$ cat src/rtl/rsc_pkg.sv
package rsc_pkg;

    localparam int LVL_W   = 3;
    localparam int WDT_POS = 3;
    localparam int EXT_POS = 1;
    localparam int POR_POS = 0;
    localparam int MON_POS = 0;

    typedef enum logic [1:0] {
        MON_IGNORE  = 2'd0,
        MON_AS_POR  = 2'd1,
        MON_AS_FLAG = 2'd2
    } mon_act_e;

    typedef struct packed {
        logic wdt;
        logic ext;
        logic por;
    } rst_flags_t;

    typedef struct packed {
        logic por_cls;
        logic ext;
        logic wdt;
        logic mon_set;
    } evt_t;

    typedef struct packed {
        logic wdt;
        logic ext;
        logic por;
        logic mon;
    } clr_t;

    function automatic mon_act_e lvl_to_act(input logic [LVL_W-1:0] lvl);
        mon_act_e a;
        case (lvl)
            3'd1, 3'd2: a = MON_AS_POR;
            3'd3, 3'd4: a = MON_AS_FLAG;
            default:    a = MON_IGNORE;
        endcase
        return a;
    endfunction

endpackage

$ cat src/rtl/rsc_mon_policy.sv
module rsc_mon_policy
    import rsc_pkg::*;
(
    input  logic             por_evt,
    input  logic             ext_evt,
    input  logic             wdt_evt,
    input  logic             mon_evt,
    input  logic [LVL_W-1:0] mon_level,
    output evt_t             evts
);
    mon_act_e act;

    always_comb begin
        act          = lvl_to_act(mon_level);
        evts.por_cls = por_evt | (mon_evt & (act == MON_AS_POR));
        evts.ext     = ext_evt;
        evts.wdt     = wdt_evt;
        evts.mon_set = mon_evt & (act == MON_AS_FLAG);
    end
endmodule

$ cat src/rtl/rsc_bus_dec.sv
module rsc_bus_dec
    import rsc_pkg::*;
#(
    parameter int                ADDR_W    = 6,
    parameter int                DATA_W    = 8,
    parameter logic [ADDR_W-1:0] FLAG_ADDR = 6'h3B,
    parameter logic [ADDR_W-1:0] MON_ADDR  = 6'h3A
) (
    input  logic [ADDR_W-1:0] bus_addr,
    input  logic              bus_we,
    input  logic [DATA_W-1:0] bus_wdata,
    input  rst_flags_t        flags,
    input  logic              mon_flag,
    output clr_t              clr,
    output logic [DATA_W-1:0] bus_rdata
);
    logic hit_flag;
    logic hit_mon;

    always_comb begin
        hit_flag = (bus_addr == FLAG_ADDR);
        hit_mon  = (bus_addr == MON_ADDR);

        clr.wdt = bus_we & hit_flag & ~bus_wdata[WDT_POS];
        clr.ext = bus_we & hit_flag & ~bus_wdata[EXT_POS];
        clr.por = bus_we & hit_flag & ~bus_wdata[POR_POS];
        clr.mon = bus_we & hit_mon  & ~bus_wdata[MON_POS];

        bus_rdata = '0;
        if (hit_flag) begin
            bus_rdata[WDT_POS] = flags.wdt;
            bus_rdata[EXT_POS] = flags.ext;
            bus_rdata[POR_POS] = flags.por;
        end else if (hit_mon) begin
            bus_rdata[MON_POS] = mon_flag;
        end
    end
endmodule

$ cat src/rtl/rsc_flag_reg.sv
module rsc_flag_reg
    import rsc_pkg::*;
(
    input  logic       clk,
    input  logic       rst,
    input  evt_t       evts,
    input  clr_t       clr,
    output rst_flags_t flags_q,
    output logic       mon_q,
    output logic       req_q
);
    rst_flags_t flags_d;
    logic       mon_d;
    logic       req_d;

    always_comb begin
        // set beats clear; power-on class wipes watchdog and external
        flags_d.wdt = evts.wdt | (flags_q.wdt & ~evts.por_cls & ~clr.wdt);
        flags_d.ext = evts.ext | (flags_q.ext & ~evts.por_cls & ~clr.ext);
        flags_d.por = evts.por_cls | (flags_q.por & ~clr.por);
        mon_d       = evts.mon_set | (mon_q & ~clr.mon);
        req_d       = evts.por_cls | evts.ext | evts.wdt;
    end

    always_ff @(posedge clk) begin
        if (rst) begin
            flags_q <= '0;
            mon_q   <= 1'b0;
            req_q   <= 1'b0;
        end else begin
            flags_q <= flags_d;
            mon_q   <= mon_d;
            req_q   <= req_d;
        end
    end
endmodule

$ cat src/rtl/rst_cause_unit.sv
module rst_cause_unit
    import rsc_pkg::*;
#(
    parameter int                ADDR_W    = 6,
    parameter int                DATA_W    = 8,
    parameter logic [ADDR_W-1:0] FLAG_ADDR = 6'h3B,
    parameter logic [ADDR_W-1:0] MON_ADDR  = 6'h3A
) (
    input  logic              clk,
    input  logic              rst,
    input  logic              por_evt,
    input  logic              ext_evt,
    input  logic              wdt_evt,
    input  logic              mon_evt,
    input  logic [2:0]        mon_level,
    input  logic              mon_ie,
    input  logic [ADDR_W-1:0] bus_addr,
    input  logic              bus_we,
    input  logic [DATA_W-1:0] bus_wdata,
    output logic [DATA_W-1:0] bus_rdata,
    output logic              sys_rst_req,
    output logic              mon_flag,
    output logic              mon_irq
);
    evt_t       evts;
    clr_t       clr;
    rst_flags_t flags_q;
    logic       mon_q;

    rsc_mon_policy u_policy (
        .por_evt   (por_evt),
        .ext_evt   (ext_evt),
        .wdt_evt   (wdt_evt),
        .mon_evt   (mon_evt),
        .mon_level (mon_level),
        .evts      (evts)
    );

    rsc_bus_dec #(
        .ADDR_W    (ADDR_W),
        .DATA_W    (DATA_W),
        .FLAG_ADDR (FLAG_ADDR),
        .MON_ADDR  (MON_ADDR)
    ) u_bus (
        .bus_addr  (bus_addr),
        .bus_we    (bus_we),
        .bus_wdata (bus_wdata),
        .flags     (flags_q),
        .mon_flag  (mon_q),
        .clr       (clr),
        .bus_rdata (bus_rdata)
    );

    rsc_flag_reg u_flags (
        .clk     (clk),
        .rst     (rst),
        .evts    (evts),
        .clr     (clr),
        .flags_q (flags_q),
        .mon_q   (mon_q),
        .req_q   (sys_rst_req)
    );

    assign mon_flag = mon_q;
    assign mon_irq  = mon_q & mon_ie;
endmodule

$ cat config.mk
export PLATFORM = sky130hd
export DESIGN_NAME = rst_cause_unit
export DESIGN_NICKNAME = d
export VERILOG_FILES = /design/src/rtl/rsc_pkg.sv /design/src/rtl/rsc_mon_policy.sv /design/src/rtl/rsc_bus_dec.sv /design/src/rtl/rsc_flag_reg.sv /design/src/rtl/rst_cause_unit.sv
export SDC_FILE = /design/constraint.sdc
export NUM_CORES = 1
export LEC_CHECK = 0
export ABC_AREA = 0
export ABC_CLOCK_PERIOD_IN_PS = 1500
export BUFFER_PORTS_ARGS = -buffer_cell sky130_fd_sc_hd__buf_2
export CAP_MARGIN = 30
export CORE_AREA = 10 10 47 49
export CTS_CLUSTER_DIAMETER = 100
export DETAILED_ROUTE_END_ITERATION = 16
export DIE_AREA = 0 0 57 59
export PLACE_DENSITY = 0.69
export SYNTH_ARGS = -nofsm -noshare
export SYNTH_HDL_FRONTEND = slang
export SYNTH_SLANG_ARGS = --single-unit
$ cat constraint.sdc
create_clock -name clk -period 1.5 [get_ports clk]
set_input_delay 0.45 -clock clk [delete_from_list [all_inputs] [get_ports clk]]
set_output_delay 0.45 -clock clk [all_outputs]
set_load 0.01 [all_outputs]
# After elaboration in Yosys (flattened, before gate mapping)
# Index checks and enable logic that the tools add are counted.
[word_totals]
out_inout_bits = 11
register_bits = 5
inputBits = 25
[classes]
bitwise_logic = 30
reduce_logical = 2
muxes = 5
n_eq_ne = 8
[ops]
columns = ["cell", "count"]
rows = [
  ["1-bit AND", 15],
  ["6-bit equality test, second input constant", 2],
  ["1-bit inverter", 8],
  ["1-bit bitwise OR", 7],
  ["3-bit by 2-bit equality test with 1-bit output, second input constant", 2],
  ["1-bit 2-to-1 mux", 4],
  ["2-bit one-hot mux with 2 select lines", 1],
  ["2-bit OR reduction", 2],
  ["3-bit by 1-bit equality test with 1-bit output, second input constant", 1],
  ["3-bit equality test, second input constant", 1],
  ["2-bit by 1-bit equality test with 1-bit output, second input constant", 1],
  ["2-bit equality test, second input constant", 1],
]

# Longest topological paths before layout
# Gate-level depths: netlist (run 1).
[depth]
depth_word = 10
depth_mapped = 3
ltp_nobuf = 3

# By module
# A second synthesis (run 1) with hierarchy kept.
[hier_totals]
cells_unflattened = 50
hier_area_um2 = 409.1
[modules_own_cells]
columns = ["module", "n_inst", "seq_area_each_um2", "cells_per_inst", "area_each_um2"]
rows = [
  ["rsc_bus_dec", 1, 0.0, 23, 171.4],
  ["rsc_flag_reg", 1, 100.1, 18, 171.4],
  ["rsc_mon_policy", 1, 0.0, 8, 60.1],
  ["rst_cause_unit", 1, 0.0, 1, 6.3],
]

# Least setup slack after synthesis (run 1)
# OpenSTA, ideal clock, no wires.
[synth_path]
path_type = "input-to-output"
from = "input port bus_addr[2]"
to = "output port bus_rdata[0]"
path_slack_ns = 0.013
arrival_ns = 1.037
stages = 2
path_cell_list = "nand4b_1 > nor3_1"
[synth_between]
elab_chain_len = 3
[synth_rtl]
columns = ["element", "line_no", "source"]
rows = [
  ["from (decl)", "rst_cause_unit.sv:17", "input logic [ADDR_W-1:0] bus_addr,"],
  ["6-bit equality test", "rsc_bus_dec.sv:22", "hit_mon = (bus_addr == MON_ADDR);"],
  ["1-bit 2-to-1 mux", "rsc_bus_dec.sv:34", "end else if (hit_mon) begin"],
  ["1-bit 2-to-1 mux *", "rsc_bus_dec.sv:30", "if (hit_flag) begin"],
  ["to (decl)", "rst_cause_unit.sv:20", "output logic [DATA_W-1:0] bus_rdata,"],
]
# Mark *: on every way between the ends. The rest lies on a longest branch, timed or not.

# Worst setup path after layout (run 1)
[layout_path]
from = "input port bus_addr[2]"
to = "output port bus_rdata[1]"
[layout_between]
elab_chain_len = 2
[layout_rtl]
columns = ["element", "line_no", "source"]
rows = [
  ["6-bit equality test", "rsc_bus_dec.sv:21", "hit_flag = (bus_addr == FLAG_ADDR);"],
  ["1-bit 2-to-1 mux", "rsc_bus_dec.sv:30", ""],
]
# No other way between the ends.

==> parameters.txt, run 1 <==
Parameter                              Value

Outcome
  Result of the run ... finished, violations left
  Violated checks ... negative setup slack

Detailed routing
  1st-pass router iterations ... 4
  Via density ... 4.636
  DR vias ... 408
  Wirelength, routed ... 1062 microns
  Total DRC errors in the routed layout ... 0
  Starting DRT DRC Count ... 13
  Final ANT Viol Nets ... 0
  Routed WL per cell ... 12.07 microns

CTS
  Buffer levels on the longest clock path ... 2
  Number of sinks driven by the clock tree ... 5
  Worst-skew pair later-pin latency ... 240 ps
  Register clock-pin slew on the reported worst setup and hold paths ... 40 ps
  Number of H-tree branching levels ... 1
  TritonCTS clock tree ... done
  CTS Root Buffer Type ... sky130_fd_sc_hd__clkbuf_4
  CTS Hold Bufs ... 0
  Total clock buffers created by CTS ... 3

Logic synthesis
  Synthesized area per cell ... 8.133 sq um
  Fraction of registers with async set/reset ... 0%
  Number of warning messages in the yosys log ... 0
  Sequential cell area fraction in the yosys report ... 29.30%
  Yosys reg bits ... 5
  Gate Count Post-Synth ... 42
  Proportion of netlist area held by the largest area contributor ... 29.30%
  Most area-hungry cell type in the Yosys netlist ... sky130_fd_sc_hd__dfxtp_1
  Top_reg_cell synth ... sky130_fd_sc_hd__dfxtp_1
  Synth top area cells ... sky130_fd_sc_hd__dfxtp_1 29%, sky130_fd_sc_hd__buf_4 11%, sky130_fd_sc_hd__nand4b_1 5.1%
  Synth cell types ... 25
  Summed instance area of the synthesized netlist ... 341.6 sq um
  Post-synth EDFFs ... 0
  Most numerous cell types in the synthesized netlist ... 5 x sky130_fd_sc_hd__buf_4, 5 x sky130_fd_sc_hd__dfxtp_1, 4 x sky130_fd_sc_hd__inv_1

Worst hold path
  Class of the most critical hold timing path ... in -> reg
  Startpoint of the most critical hold path ... wdt_evt
  Worst Hold Path EP ... u_flags.flags_q[2]
  Hold Crit Depth ... 3

Worst setup path
  Largest fanout on the critical path ... 3
  Startpoint of the most critical register-to-register path ... u_flags.flags_q[1]
  CP required ... 1050 ps
  Worst Path Arrival ... 1170 ps
  Worst-case reg-to-reg path depth ... 3
  Kind of capture point of the worst setup path ... output port
  Endpoint of the most critical register-to-register path ... u_flags.flags_q[1]
  Class of the most critical setup path ... in -> out
  Nature of the critical path startpoint ... input port
  Flop2flop setup slack ... 820 ps

Floorplanning
  Cell row count ... 14
  Overall die area ... 3363 sq um
  Core area ... 1401 sq um
  Die X-Extent ... 57 microns
  # IOs ... 36
  Initial core utilization ... 24.38%
  Die height ... 59 microns

Power
  Reported leakage power ... 0.2716 nW
  Net Sw Power ... 0.1004 mW
  Sw Share ... 26.09%
  Power Dens Cells ... 745.0 nW/um^2
  VDD IR-drop max ... 298.6 uV
  Combinational group share of total power ... 21.2%
  Fraction of power consumed by the clock network ... 40.5%
  Overall power ... 0.3850 mW
  Fraction of power consumed by sequential logic ... 38.3%
  Internal Power ... 0.2845 mW

Global route
  Pin count of the biggest net entering global routing ... 8
  Number of antenna violations at the first check in global routing ... 0
  Overall track demand over capacity in global routing ... 6.245%
  Global-route wire length before repair ... 1704 microns
  Vias in the first global route ... 413
  Total overflow reported by the global router ... 0

Timing
  Setup violators final ... 3
  Shortest period the worst path allows ... 1618 ps
  Unrepaired setup endpoints after global routing ... true
  Share of the clock period used by the worst path after layout ... 107.9%
  Number of pins exceeding their max-slew limit in the final report ... 0
  Final hold violation count ... 0
  Crit path setup slack, layout ... -117.9 ps
  Clk_skew ... 0 ps
  Maximum clock rate ... 0.6181 GHz

Finish
  Multi-input logic area ... 209.0 sq um
  Sequential cell area in the final layout ... 100.1 sq um
  Diodes inserted ... 0
  Net total in the final layout ... 98
  Area growth from synthesis to layout ... 51.28%
  Layout Utilization ... 36.88%
  Number of fillers in the final layout ... 158
  Ratio of cells with drive above 1 in the final layout ... 44.44%

Place
  Port Buffer Count ... 25
  Final weighted congestion in routability-driven placement ... 0.6903
  Final HPWL DP ... 912.5 microns

Run
  Reported max-cap violation count ... 0
power groups by stage:
stage | clock [mW] | sequential [mW] | combinational [mW]
6_report | 0.156 | 0.147 | 0.0815
5_1_grt | 0.169 | 0.148 | 0.0921
4_1_cts | 0.162 | 0.147 | 0.0799
3_5_place_dp | 0 | 0.150 | 0.0777
3_3_place_gp | 0 | 0.149 | 0.0760
2_1_floorplan | 0 | 0.151 | 0.0446
worst max-delay path by stage:
| stage | from | endpoint | depth (start not counted) | slack [ps] |
|---|---|---|---|---|
| 5_1_grt | bus_addr[2] | bus_rdata[3] | 5 | -190 |
| 3_5_place_dp | bus_addr[2] | bus_rdata[3] | 5 | -150 |
| 6_report | bus_addr[2] | bus_rdata[1] | 5 | -120 |
| 3_3_place_gp | bus_addr[2] | bus_rdata[1] | 5 | -130 |
| 2_1_floorplan | bus_addr[2] | bus_rdata[0] | 2 | 10 |
| 4_1_cts | bus_addr[2] | bus_rdata[3] | 5 | -140 |
state kept, by name, indices dropped and copies added (netlist names):
register	cells
u_flags.req_q	1
u_flags.mon_q	1
u_flags.flags_q	3
worst max-delay path, stage by stage:
cell	delay [ps]
sky130_fd_sc_hd__buf_6	90
sky130_fd_sc_hd__nand4b_1	210
sky130_fd_sc_hd__nor2_1	140
sky130_fd_sc_hd__and3_1	150
sky130_fd_sc_hd__buf_2	120
kinds of logic after synthesis:
family          after synthesis  share of synthesized area [%]
other cells                   1                          1.098
flops                         5                          29.31
compound gates               11                          21.25
xor+xnor                      1                          2.565
buf+inv                       9                          15.38
simple gates                 14                          27.47
mux                           1                          2.931
stage by stage:
| step | worst slack, ps | cell area, sq um | std cells | TNS, ps | hold slack [ps] |
|---|---|---|---|---|---|
| 5_1_grt | -190.8 | 516.7 | 88 | -505.6 | 465.0 |
| 6_report | -117.9 | 516.7 | 88 | -329.6 | 451.9 |
| 3_5_place_dp | -147.2 | 471.7 | 83 | -456.9 | 470.3 |
| 3_3_place_gp | -131.7 | 471.7 | 83 | -371.0 | 464.8 |
| 4_1_cts | -143.1 | 504.2 | 87 | -350.1 | 446.1 |
| 2_1_floorplan | 13.30 | 356.6 | 46 | 0 | 441.8 |
metal layers:
layer,global-route usage [%],wire (microns),vias up
met4,4.027,0,0
met5,0,0,-
li1,-,-,204
met1,6.835,492,175
met3,3.863,150,0
met2,8.837,420,29
cell type report:
class / instances / area share (%)
Clock buffer: 4 / 5.085
Multi-Input combinational cell: 32 / 40.44
Timing Repair Buffer: 27 / 28.33
Inverter: 4 / 2.906
Sequential cell: 5 / 19.37
Tap cell: 16 / 3.874
cells in the final DEF, fill, tap and decap left out, drive strengths merged:
cell | Yosys | final
a21oi | 2 | 2
a31o | 1 | 1
a31oi | 2 | 2
and2 | 1 | 1
and3 | 2 | 2
and3b | 1 | 1
buf | 5 | 27
clkbuf | 0 | 4
conb | 1 | 5
dfxtp | 5 | 5
inv | 4 | 4
mux2i | 1 | 1
nand2 | 1 | 1
nand2b | 2 | 2
nand4b | 2 | 2
nor2 | 1 | 1
nor2b | 1 | 1
nor3 | 1 | 1
nor3b | 1 | 1
nor4b | 1 | 1
o21ai | 2 | 2
o22ai | 1 | 1
o31ai | 1 | 1
o32ai | 1 | 1
o41ai | 1 | 1
xor2 | 1 | 1
timing repair:
action	CTS	global route
setup buffers	0	1
endpoints found under the hold margin	0	0
gates resized for setup	1	1
setup endpoints to repair	3	3
cloned	0	0
pin swaps	3	2
(Power assumes the default switching activity.)
==> run 2: changes to the inputs <==
- ABC_AREA: 0 -> default
- BUFFER_PORTS_ARGS: -buffer_cell sky130_fd_sc_hd__buf_2 -> default
- DONT_BUFFER_PORTS: default -> 1
- PLACE_DENSITY: 0.69 -> 0.46
==> run 2 against run 1 <==
Effect of this change:
- the flow still finishes with violations (negative setup slack)
- cell area down 23%
- critical path depth is 2 lower
- clock skew is the same
- critical path type unchanged
- largest cell class unchanged
- highest routed layer unchanged
==> parameters.txt, run 2 (same netlist as run 1, synthesis figures left out) <==
Parameter                              Value

Finish
  Diodes inserted ... 0
  Area growth from synthesis to layout ... 16.48%
  Ratio of cells with drive above 1 in the final layout ... 18.37%
  Commonest cells after routing, fill and taps aside ... 5 x sky130_fd_sc_hd__conb_1, 5 x sky130_fd_sc_hd__dfxtp_1, 4 x sky130_fd_sc_hd__inv_1, 4 x sky130_fd_sc_hd__buf_4, 3 x sky130_fd_sc_hd__clkbuf_4
  Post-route design area ... 397.9 sq um
  Net total in the final layout ... 75
  Top register by number of flip-flops ... u_flags.flags_q
  Flip-flop count of the largest register after layout ... 3
  Regs by FF count ... u_flags.flags_q x3, u_flags.mon_q x1, u_flags.req_q x1

Power
  Fraction of power consumed by sequential logic ... 42.9%
  Fraction of power consumed by the clock network ... 43.5%
  VDD IR-drop max ... 366.1 uV
  Power Dens Cells ... 868.0 nW/um^2
  Sw Share ... 23.25%
  Reported leakage power ... 0.1730 nW
  Combinational group share of total power ... 13.6%
  Internal Power ... 0.2651 mW
  Net Sw Power ... 0.08030 mW

Global route
  Pin count of the biggest net entering global routing ... 8
  Vias in the first global route ... 343
  Total overflow reported by the global router ... 0
  Overall track demand over capacity in global routing ... 5.594%
  Number of antenna violations at the first check in global routing ... 0
  Global-route wire length before repair ... 1552 microns

CTS
  Worst-skew pair later-pin latency ... 230 ps
  Setup fix buffers added after clock tree synthesis ... 0
  CTS Root Buffer Type ... sky130_fd_sc_hd__clkbuf_4
  CTS Hold Bufs ... 0
  Number of H-tree branching levels ... 1
  Register clock-pin slew on the reported worst setup and hold paths ... 40 ps
  Number of sinks driven by the clock tree ... 5
  Buffer levels on the longest clock path ... 2
  TritonCTS clock tree ... done
  Total clock buffers created by CTS ... 3

Worst setup path
  Family of cells with the greatest summed delay on the critical path ... simple AND/OR/NAND/NOR gates
  CP required ... 1050 ps
  Kind of capture point of the worst setup path ... output port
  Class of the most critical setup path ... in -> out
  Largest fanout on the critical path ... 4
  Number of buffers and inverters on the critical path ... 0
  Startpoint of the most critical register-to-register path ... u_flags.mon_q
  Nature of the critical path startpoint ... input port
  Series of cell instances along the critical path ... nand4b_1, nor2_2, and3_1
  Worst Path Arrival ... 1060 ps
  Start point of the critical path ... bus_addr[2]
  Peak per-stage delay on the critical path ... 240 ps
  Worst path slowest cell ... sky130_fd_sc_hd__nand4b_1

Floorplanning
  Die height ... 59 microns
  Overall die area ... 3363 sq um
  Cell row count ... 14
  Core area ... 1401 sq um
  Die X-Extent ... 57 microns
  # IOs ... 36
  Initial core utilization ... 24.38%

Timing
  Final hold violation count ... 0
  Clk_skew ... 0 ps
  Setup violators final ... 2
  Crit path setup slack, layout ... -8.475 ps
  Hold WS ... 280.0 ps
  Shortest period the worst path allows ... 1508 ps
  Maximum clock rate ... 0.6629 GHz
  Unrepaired setup endpoints after global routing ... true
  Number of pins exceeding their max-slew limit in the final report ... 0
  Share of the clock period used by the worst path after layout ... 100.6%

Detailed routing
  Via density ... 4.985
  1st-pass router iterations ... 4
  Total DRC errors in the routed layout ... 0
  Starting DRT DRC Count ... 12
  DR vias ... 324
  Final ANT Viol Nets ... 0
  Wirelength, routed ... 985 microns
  Routed WL per cell ... 15.15 microns

Outcome
  Violated checks ... negative setup slack
  Result of the run ... finished, violations left

Place
  Final HPWL DP ... 874 microns
  Port Buffer Count ... 0
  Post-detailed-placement cell area ... 369.1 sq um
  Final weighted congestion in routability-driven placement ... 0.6748

Worst hold path
  Class of the most critical hold timing path ... in -> reg
  Startpoint of the most critical hold path ... rst

Run
  Reported max-cap violation count ... 0
## run 2: final timing paths
check / to / slack, ps / depth (start not counted)
setup / recovery: bus_rdata[3] / -8 / 3
hold / removal: u_flags.req_q / 280 / 1
setup reg to reg: u_flags.mon_q / 740 / 3
hold reg to reg: u_flags.flags_q[0] / 470 / 2
## run 2: routing by layer
metal / global-route usage (%) / up-vias / wire, microns
met3: 4.936 / 0 / 185
met1: 6.115 / 146 / 357
met4: 2.013 / 0 / 0
li1: - / 157 / -
met2: 7.597 / 21 / 443
met5: 0 / - / 0
## run 2: final cells by class
cell class	count	area, sq um
inverter	4	15.01
clock buffer	4	26.28
sequential	5	100.1
tap	16	20.02
timing repair buffer	4	30.03
fill	170	1003
multi-input combinational	32	206.4
## run 2: stage by stage
stage | std cells | total power, mW | setup TNS, ps | utilization, % | worst slack, ps
final | 65 | 0.3454 | -9.890 | 28.39 | -8.475
after global routing | 65 | 0.3663 | -158.9 | 28.39 | -63.75
after CTS | 65 | 0.3500 | -40.82 | 28.21 | -21.80
after detailed placement | 61 | 0.1967 | -64.60 | 26.34 | -24.01
after global placement | 61 | 0.1966 | -2.391 | 26.34 | -1.496
after floorplan | 46 | 0.1952 | 0 | - | 13.30
## run 2: power by group through the flow
stage	registers [mW]	clock network, mW	logic [mW]
floorplan	0.151	0	0.0446
global placement	0.150	0	0.0461
detailed placement	0.151	0	0.0462
CTS	0.148	0.155	0.0465
global route	0.149	0.164	0.0533
finish	0.148	0.150	0.0470
## run 2: repair_timing
item,CTS,global route
hold endpoints to repair,0,0
gates resized for setup,0,1
pin swaps,1,0
setup endpoints to repair,3,3
